[config.mk]
export PLATFORM = sky130hd
export DESIGN_NAME = tlb_cache
export DESIGN_NICKNAME = d
export VERILOG_FILES = /design/src/rtl/tlb_pkg.sv /design/src/rtl/tlb_match.sv /design/src/rtl/tlb_victim.sv /design/src/rtl/tlb_cache.sv
export SDC_FILE = /design/constraint.sdc
export NUM_CORES = 2
export LEC_CHECK = 0
export BUFFER_PORTS_ARGS = -buffer_cell sky130_fd_sc_hd__buf_2
export CAP_MARGIN = 10
export CORE_UTILIZATION = 45
export DETAILED_ROUTE_END_ITERATION = 7
export GPL_ROUTABILITY_DRIVEN = 0
export GPL_TIMING_DRIVEN = 0
export RECOVER_POWER = 25
export REMOVE_ABC_BUFFERS = 1
export SLEW_MARGIN = 20
export SYNTH_ARGS = -nofsm -noshare
export SYNTH_HDL_FRONTEND = slang
export SYNTH_HIERARCHICAL = 1
export SYNTH_SLANG_ARGS = --single-unit
[constraint.sdc]
create_clock -name clk -period 5.2 [get_ports clk]
set_input_delay 0.26 -clock clk [delete_from_list [all_inputs] [get_ports clk]]
set_output_delay 0.26 -clock clk [all_outputs]
set_load 0.01 [all_outputs]
[src/rtl/tlb_pkg.sv]
package tlb_pkg;

    localparam int VPN_W    = 36;
    localparam int PFN_W    = 40;
    localparam int LVL_BITS = 9;

    typedef enum logic [1:0] {
        PG_4K = 2'd0,
        PG_2M = 2'd1,
        PG_1G = 2'd2
    } pg_size_e;

    typedef struct packed {
        logic wr;
        logic us;
        logic nx;
    } perm_t;

    typedef struct packed {
        logic              vld;
        logic              glob;
        logic [VPN_W-1:0]  vpn;
        logic [PFN_W-1:0]  pfn;
        pg_size_e          size;
        perm_t             perm;
    } tlb_ent_t;

    // Mask of the page-number bits that take part in the compare.
    function automatic logic [VPN_W-1:0] size_mask(pg_size_e s);
        logic [VPN_W-1:0] m;
        m = '1;
        case (s)
            PG_2M:   m[LVL_BITS-1:0]   = '0;
            PG_1G:   m[2*LVL_BITS-1:0] = '0;
            default: m = '1;
        endcase
        return m;
    endfunction

    function automatic logic covers(tlb_ent_t e, logic [VPN_W-1:0] vpn);
        return e.vld && (((e.vpn ^ vpn) & size_mask(e.size)) == '0);
    endfunction

    // Merge the in-page part of the virtual number into the frame.
    function automatic logic [PFN_W-1:0] merge_pfn(tlb_ent_t e, logic [VPN_W-1:0] vpn);
        logic [PFN_W-1:0] m;
        m = {{(PFN_W-VPN_W){1'b1}}, size_mask(e.size)};
        return (e.pfn & m) | ({{(PFN_W-VPN_W){1'b0}}, vpn} & ~m);
    endfunction

endpackage

[src/rtl/tlb_match.sv]
module tlb_match
    import tlb_pkg::*;
#(
    parameter int N = 16
) (
    input  tlb_ent_t          ents [N],
    input  logic [VPN_W-1:0]  vpn,
    output logic [N-1:0]      hit_vec
);
    for (genvar i = 0; i < N; i++) begin : g_cmp
        assign hit_vec[i] = covers(ents[i], vpn);
    end
endmodule

[src/rtl/tlb_victim.sv]
module tlb_victim #(
    parameter int N     = 16,
    localparam int IDX_W = $clog2(N)
) (
    input  logic             clk,
    input  logic             rst,
    input  logic [N-1:0]     vld_vec,
    input  logic             take,
    output logic [IDX_W-1:0] slot
);
    logic [IDX_W-1:0] rr_q;
    logic [IDX_W-1:0] free_idx;
    logic             free_found;

    always_comb begin
        free_found = 1'b0;
        free_idx   = '0;
        for (int i = N - 1; i >= 0; i--) begin
            if (!vld_vec[i]) begin
                free_found = 1'b1;
                free_idx   = IDX_W'(i);
            end
        end
        slot = free_found ? free_idx : rr_q;
    end

    always_ff @(posedge clk) begin
        if (rst) begin
            rr_q <= '0;
        end else if (take && !free_found) begin
            rr_q <= (rr_q == IDX_W'(N - 1)) ? '0 : rr_q + 1'b1;
        end
    end
endmodule

[src/rtl/tlb_cache.sv]
module tlb_cache
    import tlb_pkg::*;
#(
    parameter int N = 16
) (
    input  logic              clk,
    input  logic              rst,
    input  logic              lk_valid,
    input  logic [VPN_W-1:0]  lk_vpn,
    input  logic              lk_write,
    input  logic              lk_user,
    input  logic              lk_exec,
    output logic              lk_hit,
    output logic              lk_fault,
    output logic [PFN_W-1:0]  lk_pfn,
    output logic [1:0]        lk_size,
    output logic              lk_wr,
    output logic              lk_us,
    output logic              lk_nx,
    output logic              walk_req,
    output logic [VPN_W-1:0]  walk_vpn,
    input  logic              fill_valid,
    input  logic [VPN_W-1:0]  fill_vpn,
    input  logic [PFN_W-1:0]  fill_pfn,
    input  logic [1:0]        fill_size,
    input  logic              fill_wr,
    input  logic              fill_us,
    input  logic              fill_nx,
    input  logic              fill_glob,
    input  logic              inv_valid,
    input  logic [VPN_W-1:0]  inv_vpn,
    input  logic              root_reload
);
    localparam int IDX_W = $clog2(N);

    tlb_ent_t         ents [N];
    tlb_ent_t         new_ent;
    tlb_ent_t         sel;
    logic [N-1:0]     lk_match;
    logic [N-1:0]     inv_match;
    logic [N-1:0]     vld_vec;
    logic [N-1:0]     glob_vec;
    logic [IDX_W-1:0] slot;
    logic             fill_go;
    logic             any_match;
    logic             violation;

    for (genvar i = 0; i < N; i++) begin : g_flags
        assign vld_vec[i]  = ents[i].vld;
        assign glob_vec[i] = ents[i].glob;
    end

    tlb_match #(.N(N)) u_lk_match (
        .ents    (ents),
        .vpn     (lk_vpn),
        .hit_vec (lk_match)
    );

    tlb_match #(.N(N)) u_inv_match (
        .ents    (ents),
        .vpn     (inv_vpn),
        .hit_vec (inv_match)
    );

    always_comb begin
        new_ent      = '0;
        new_ent.vld  = 1'b1;
        new_ent.glob = fill_glob;
        new_ent.vpn  = fill_vpn;
        new_ent.pfn  = fill_pfn;
        new_ent.size = pg_size_e'(fill_size);
        new_ent.perm = '{wr: fill_wr, us: fill_us, nx: fill_nx};
        // A same-cycle invalidate or non-global flush wins over the fill.
        fill_go = fill_valid
                  && !(inv_valid && covers(new_ent, inv_vpn))
                  && !(root_reload && !fill_glob);
    end

    tlb_victim #(.N(N)) u_victim (
        .clk     (clk),
        .rst     (rst),
        .vld_vec (vld_vec),
        .take    (fill_go),
        .slot    (slot)
    );

    always_ff @(posedge clk) begin
        for (int i = 0; i < N; i++) begin
            if (rst) begin
                ents[i] <= '0;
            end else if (fill_go && slot == IDX_W'(i)) begin
                ents[i] <= new_ent;
            end else if ((inv_valid && inv_match[i]) ||
                         (root_reload && !ents[i].glob)) begin
                ents[i].vld <= 1'b0;
            end
        end
    end

    // Lowest matching slot drives the result.
    always_comb begin
        sel = '0;
        for (int i = N - 1; i >= 0; i--) begin
            if (lk_match[i]) sel = ents[i];
        end
        any_match = |lk_match;
        violation = (lk_write && !sel.perm.wr) ||
                    (lk_user  && !sel.perm.us) ||
                    (lk_exec  &&  sel.perm.nx);
    end

    assign lk_hit   = lk_valid && any_match && !violation;
    assign lk_fault = lk_valid && any_match &&  violation;
    assign walk_req = lk_valid && !any_match;
    assign walk_vpn = lk_vpn;
    assign lk_pfn   = any_match ? merge_pfn(sel, lk_vpn) : '0;
    assign lk_size  = sel.size;
    assign lk_wr    = sel.perm.wr;
    assign lk_us    = sel.perm.us;
    assign lk_nx    = sel.perm.nx;

endmodule

* Word level (Yosys, flattened, before mapping) *
Index checks and enable logic that the tools add are counted.

storage, ports and cells
  output and inout port bits = 84
  logic and storage cells = 574
  input bits = 163
  register bits = 1,332

operators by class
  bitwise logic cells = 70
  multiplexer cells = 119
  $add $sub $neg = 1
  reductions and logical operators = 203
  equality and inequality tests = 52

operator list
  kind                                           number
  bitwise AND 36 bit                             33
  zero test 36 bit                               33
  XOR 36 bit                                     33
  two-way mux 45 bit                             16
  two-way mux 9 bit                              36
  logical AND 1 bit                              92
  two-way mux 4 bit                              18
  two-way mux 1 bit                              48
  bitwise AND 36 x 40 -> 40 bit                  1
  bitwise AND 40 bit                             1
  two-way mux 40 bit                             1
  NOT 40 bit                                     1
  OR 40 bit                                      1
  == test 2 x 1 -> 1 bit, second input constant  18
  == test 2 bit, second input constant           18
  == test 4 bit, second input constant           9
  OR reduction 2 bit                             18
  nonzero test 2 bit                             16
  zero test 1 bit                                24
  logical OR 1 bit                               18
  == test 4 x 3 -> 1 bit, second input constant  4
  OR reduction 16 bit                            1
  == test 4 x 2 -> 1 bit, second input constant  2
  adder 4 x 1 -> 4 bit, second input constant    1
  other kinds (2)                                2

* Longest topological paths before layout *
  depth after elaboration = 29
  depth in mapped cells = 22

* Modules after synthesis *
Netlist, hierarchy kept.

by module, submodules not included
  module      instances  cells an instance  seq. area each (um^2)  area an instance (um^2)
  tlb_cache   1          5,970              26,585.5               59,356.9
  tlb_match   2          920                0.0                    7,594.8
  tlb_victim  1          56                 80.1                   404.1

* Worst setup path before layout *
OpenSTA, ideal clock, no wires.

  kind = input port to output port
  from = input lk_vpn[8]
  to = output lk_pfn[2]
  path slack = 0.730 ns
  required time = 4.940 ns
  data arrival time = 4.210 ns
  stages = 17
  cells stage by stage = buf_2 > buf_2 > xor2_1 > a211o_1 > a2111oi_2 > buf_2 > buf_2 > nor3_1 > o311ai_0 > o21ai_0 > or4_1 > o21ai_0 > ha_1 > clkbuf_1 > clkbuf_1 > o2111ai_1 > a31oi_1

on the way
  elaborated cells on any way between the ends = 90

RTL lines
  item                                                            line              RTL
  start, declared                                                 tlb_cache.sv:9    input logic [VPN_W-1:0] lk_vpn,
  XOR 36 bit *                                                    tlb_pkg.sv:41     return e.vld && (((e.vpn ^ vpn) & size_mask(e.size)) == '0);
  bitwise AND 36 bit *                                            tlb_pkg.sv:41
  zero test 36 bit *                                              tlb_pkg.sv:41
  logical AND 1 bit *                                             tlb_pkg.sv:41
  via lk_match[7]                                                 tlb_cache.sv:39   logic [N-1:0] lk_match;
  two-way mux 45 bit * (8 in series)                              tlb_cache.sv:104  if (lk_match[i]) sel = ents[i];
  via lk_size[1]                                                  tlb_cache.sv:16   output logic [1:0] lk_size,
  == test 2 bit / == test 2 x 1 -> 1 bit (equally long branches)  tlb_pkg.sv:32     case (s)
  OR reduction 2 bit (no line) *                                  -
  two-way mux 9 bit *                                             tlb_pkg.sv:32
  NOT 40 bit                                                      tlb_pkg.sv:48     return (e.pfn & m) | ({{(PFN_W-VPN_W){1'b0}}, vpn} & ~m);
  bitwise AND 36 x 40 -> 40 bit                                   tlb_pkg.sv:48
  OR 40 bit *                                                     tlb_pkg.sv:48
  two-way mux 40 bit *                                            tlb_cache.sv:116  assign lk_pfn = any_match ? merge_pfn(sel, lk_vpn) : '0;
  end, declared                                                   tlb_cache.sv:15   output logic [PFN_W-1:0] lk_pfn,

Mark *: on every way through the listed nets, which the timed path passes. The rest lies on a longest branch.

* Worst setup path in the final report *
  from = register, netlist name ents[1309]
  to = output lk_pfn[0]

on the way
  cells in the longest elaborated chain, start to end = 12
  elaborated cells on any way between the ends = 15

RTL lines
  item                                                            line
  XOR 36 bit *                                                    tlb_pkg.sv:41
  bitwise AND 36 bit *                                            tlb_pkg.sv:41
  zero test 36 bit *                                              tlb_pkg.sv:41
  logical AND 1 bit *                                             tlb_pkg.sv:41
  via lk_match[0]                                                 tlb_cache.sv:39
  two-way mux 45 bit                                              tlb_cache.sv:104
  == test 2 bit / == test 2 x 1 -> 1 bit (equally long branches)  tlb_pkg.sv:32
  OR reduction 2 bit (no line)                                    -
  two-way mux 9 bit                                               tlb_pkg.sv:32
  NOT 40 bit                                                      tlb_pkg.sv:48
  bitwise AND 36 x 40 -> 40 bit                                   tlb_pkg.sv:48
  OR 40 bit                                                       tlb_pkg.sv:48
  two-way mux 40 bit *                                            tlb_cache.sv:116

Marked as above.

==> impl_metrics.tcl <==
set metrics [dict create \
    cts.sinks 1332 \
    power_density_nw_per_um2 269 \
    routed_wl_um 269000 \
    power_leakage_nw 39.9 \
    synth_flop_cell "dfxtp_1" \
    reg2reg_depth 12 \
    synth_area_um2 75000 \
    rsz0062_at_grt "yes" \
    clk_pin_slew_worst_paths_ps 60 \
    core_area_um2 165000 \
    via_count 58600 \
    fin_crit_ps 5460 \
    path_cells "xor2_1, nor4_2, nand4_1, a2111oi_4, buf_6, buf_4, clkinv_8, nand2_1, a31oi_4, a2bb2oi_1, o21ai_2, ha_4, buf_8, buf_6, o211ai_1, a21oi_2, buf_2" \
    timing.final.crit_share_pct 105 \
    violations "design-rule violations, max-capacitance violations, max-slew violations, negative setup slack" \
    die-area_um2 168000 \
    io_buffers 246 \
    initial_core_util_pct 45.4 \
    cpMaxStageDelayCell "nand4_1" \
    vdd_drop_max_v 0.000234 \
    synth_top_family_by_area "simple AND/OR/NAND/NOR gates" \
    drt_first_iter_violations 5540 \
    syn_area_per_cell_um2 9.53 \
    r2r_setup_slack_ps 1060 \
    synth-xor-area-share_pct 13.9 \
    grt_max_degree 223 \
    cp-end-kind "output pin" \
    synth.area.mux_share_pct 17.5 \
    clock_path_buffers 3 \
    slew_violations 39 \
    yosys.area_share.simple_pct 19.1 \
    fp.dieH_um 410 \
    viasPerCell 5.75 \
    cts_tree "built" \
    slew_headroom_pct -54.2 \
    cap_violations 2 \
    grt_pass1_vias 57600 \
    reg2reg_from "ents[1078]" \
    syn_inst 7866 \
    dieWidth_um 410 \
    antenna_found_initial 7 \
    tightestPinTransition_ps 2310 \
    synthAdderAreaFrac_pct 0.584 \
    synth_edf_count 0 \
    cp_max_fo 9 \
    drive_above_1_share_pct 14.4 \
    setup-violations-final 26 \
    dr.pass1.iters 8 \
    fin_nets 8084 \
    synth-compound-area-share_pct 7.05 \
    timing.final.ws_setup_ps -259 \
    synth-seq-cells 1332 \
    max_freq_mhz 183 \
    wl_per_cell_um 26.4 \
    grt_pass1_wl_um 389000 \
    min_to "ents[242]" \
    crit_type "reg2out" \
    multi_input_area_um2 45100 \
    min-delay-path-class "in2reg" \
    ys.warnings.count 6 \
    ys_types 81 \
    syn_to_final_growth_pct 14.3 \
    seqCellArea_um2 26700 \
    drcViolationCount 22 \
    hold_viol_final 0 \
    grt_use_total_pct 31.0 \
    ant_nets 0 \
    required_ps 4940 \
    numCtsBuffers 151 \
    fin_util_pct 51.9 \
    rows 149 \
    clkLatencyLatePin_ps 830 \
    rr_endpoint "ents[1110]" \
    h-tree-depth 4 \
    grt-ovfl-total 0 \
    status "finished, violations left" \
    min_from "fill_vpn[31]" \
    start_kind "flop" \
    cts-root-buf "clkbuf_16" \
    holdWs_ps 50.2 \
    io_pins 247 \
    min_path_cells 3 \
    crit_top_cell "buf_6" \
    worstPathArrival_ps 5200 \
    fillers 15000 \
    clock_skew_ps 23.6 \
    max_stage_delay_ps 530 \
    dp_hpwl_um 176000 \
    async_flop_share_pct 0 \
    synth-seq-area-share_pct 35.6 \
]
[through the flow]
| step | setup TNS (ps) | power, mW | instance area, um^2 | setup slack [ps] | std cells |
|---|---|---|---|---|---|
| global route | -13220 | 23.7 | 85700 | -312 | 10200 |
| CTS | -2310 | 23.1 | 85300 | -276 | 10200 |
| detailed placement | -54310 | 12.3 | 78500 | -2880 | 9819 |
| floorplan | -987020 | 11.4 | 70500 | -2730 | 7067 |
| finish | -2520 | 23.0 | 85700 | -259 | 10200 |
| global placement | - | 12.5 | 74500 | -14140 | 9502 |
[synthesized netlist by cell type, drive strengths merged, types with 29 or more instances]
cell type,number,area (um^2)
nand2b,1441,9010
dfxtp,1332,26700
mux2i,1313,13100
xor2,1031,9030
clkbuf,422,1590
buf,377,2840
nand2,250,938
nor4,231,1670
a21oi,203,1020
xnor2,157,1380
o21ai,117,586
nor2,104,393
nand4,94,594
nor3,63,315
inv,60,225
nor2b,54,338
a2111oi,49,629
nand3b,46,345
o211ai,42,315
a211o,40,350
ha,35,438
o221ai,34,298
nand3,33,165
a311oi,31,272
o311ai,31,272
a31oi,29,181
[registers in the layout, summed over array words and instances (netlist names)]
name and count:
ents 1328, u_victim/rr_q 4
[worst max-delay path, delay by kind of cell (launching register included)]
family	cells	cell delay, ps
AOI/OAI and AO/OA	6	1370
xor gates and xnor gates	1	180
adders and majority gates	1	330
buffers and inverters	6	1060
DFF	1	330
and+or+nand+nor	3	1060
[final cells by class]
cell class | instances | area share [%]
antenna | 4 | 0.0117
clock buffer | 225 | 5.21
clock inverter | 43 | 0.580
inverter | 63 | 0.415
multi-input combinational | 5673 | 52.6
sequential | 1332 | 31.1
tap | 2189 | 3.20
timing repair buffer | 664 | 6.80
timing repair inverter | 1 | 0.0102
[placed cells by master (no fill, tap or decap), types with 95 or more instances in the layout]
cell	synthesis	layout
nand2b_1	1441	1423
xor2_1	1031	1030
dfxtp_1	1332	1318
nor4_1	195	156
nand2_1	250	243
xnor2_1	157	157
nor2_1	103	95
buf_2	110	236
clkbuf_16	0	156
o21ai_0	117	97
buf_6	59	180
buf_4	190	137
a21oi_1	202	187
mux2i_1	1313	1312
[worst max-delay path by stage]
stage | start | endpoint | slack [ps] | depth (start not counted)
global route | ents[1309] | lk_pfn[2] | -310 | 19
floorplan | ents[1248] | lk_pfn[2] | -2730 | 15
global placement | lk_vpn[4] | lk_pfn[2] | -14140 | 17
finish | ents[1309] | lk_pfn[0] | -260 | 17
detailed placement | lk_vpn[16] | lk_pfn[16] | -2880 | 16
CTS | ents[737] | lk_pfn[7] | -280 | 17
[power by group]
group          switching, mW  total (mW)  leakage [nW]  internal (mW)
Combinational           1.15        1.77          26.7          0.624
Sequential            0.0552        10.3          10.7           10.3
Clock                   4.59        10.9          2.44           6.33
Total                   5.79        23.0          39.9           17.2
[logic make-up after synthesis]
logic type / Yosys count
mux: 1313
simple gates: 2398
fa+ha+maj: 35
flops: 1332
xor+xnor: 1188
compound gates: 738
buf+inv: 862
[per-layer routing]
metal | GRT usage, % | part of all wire [%]
met1 | 41.7 | 44
met2 | 48.3 | 45
met3 | 5.36 | 7.1
met4 | 13.6 | 4.2
met5 | 0 | 0.016
[repair_timing]
action	in CTS	in global routing
buffers inserted	81	22
hold buffers	1	0
resized for setup	241	110
endpoints found under the setup margin	46	35
cloned	3	0
pin swaps	80	61
hold endpoints to repair	29	0
Note: power is estimated with default switching activity, not from simulation.
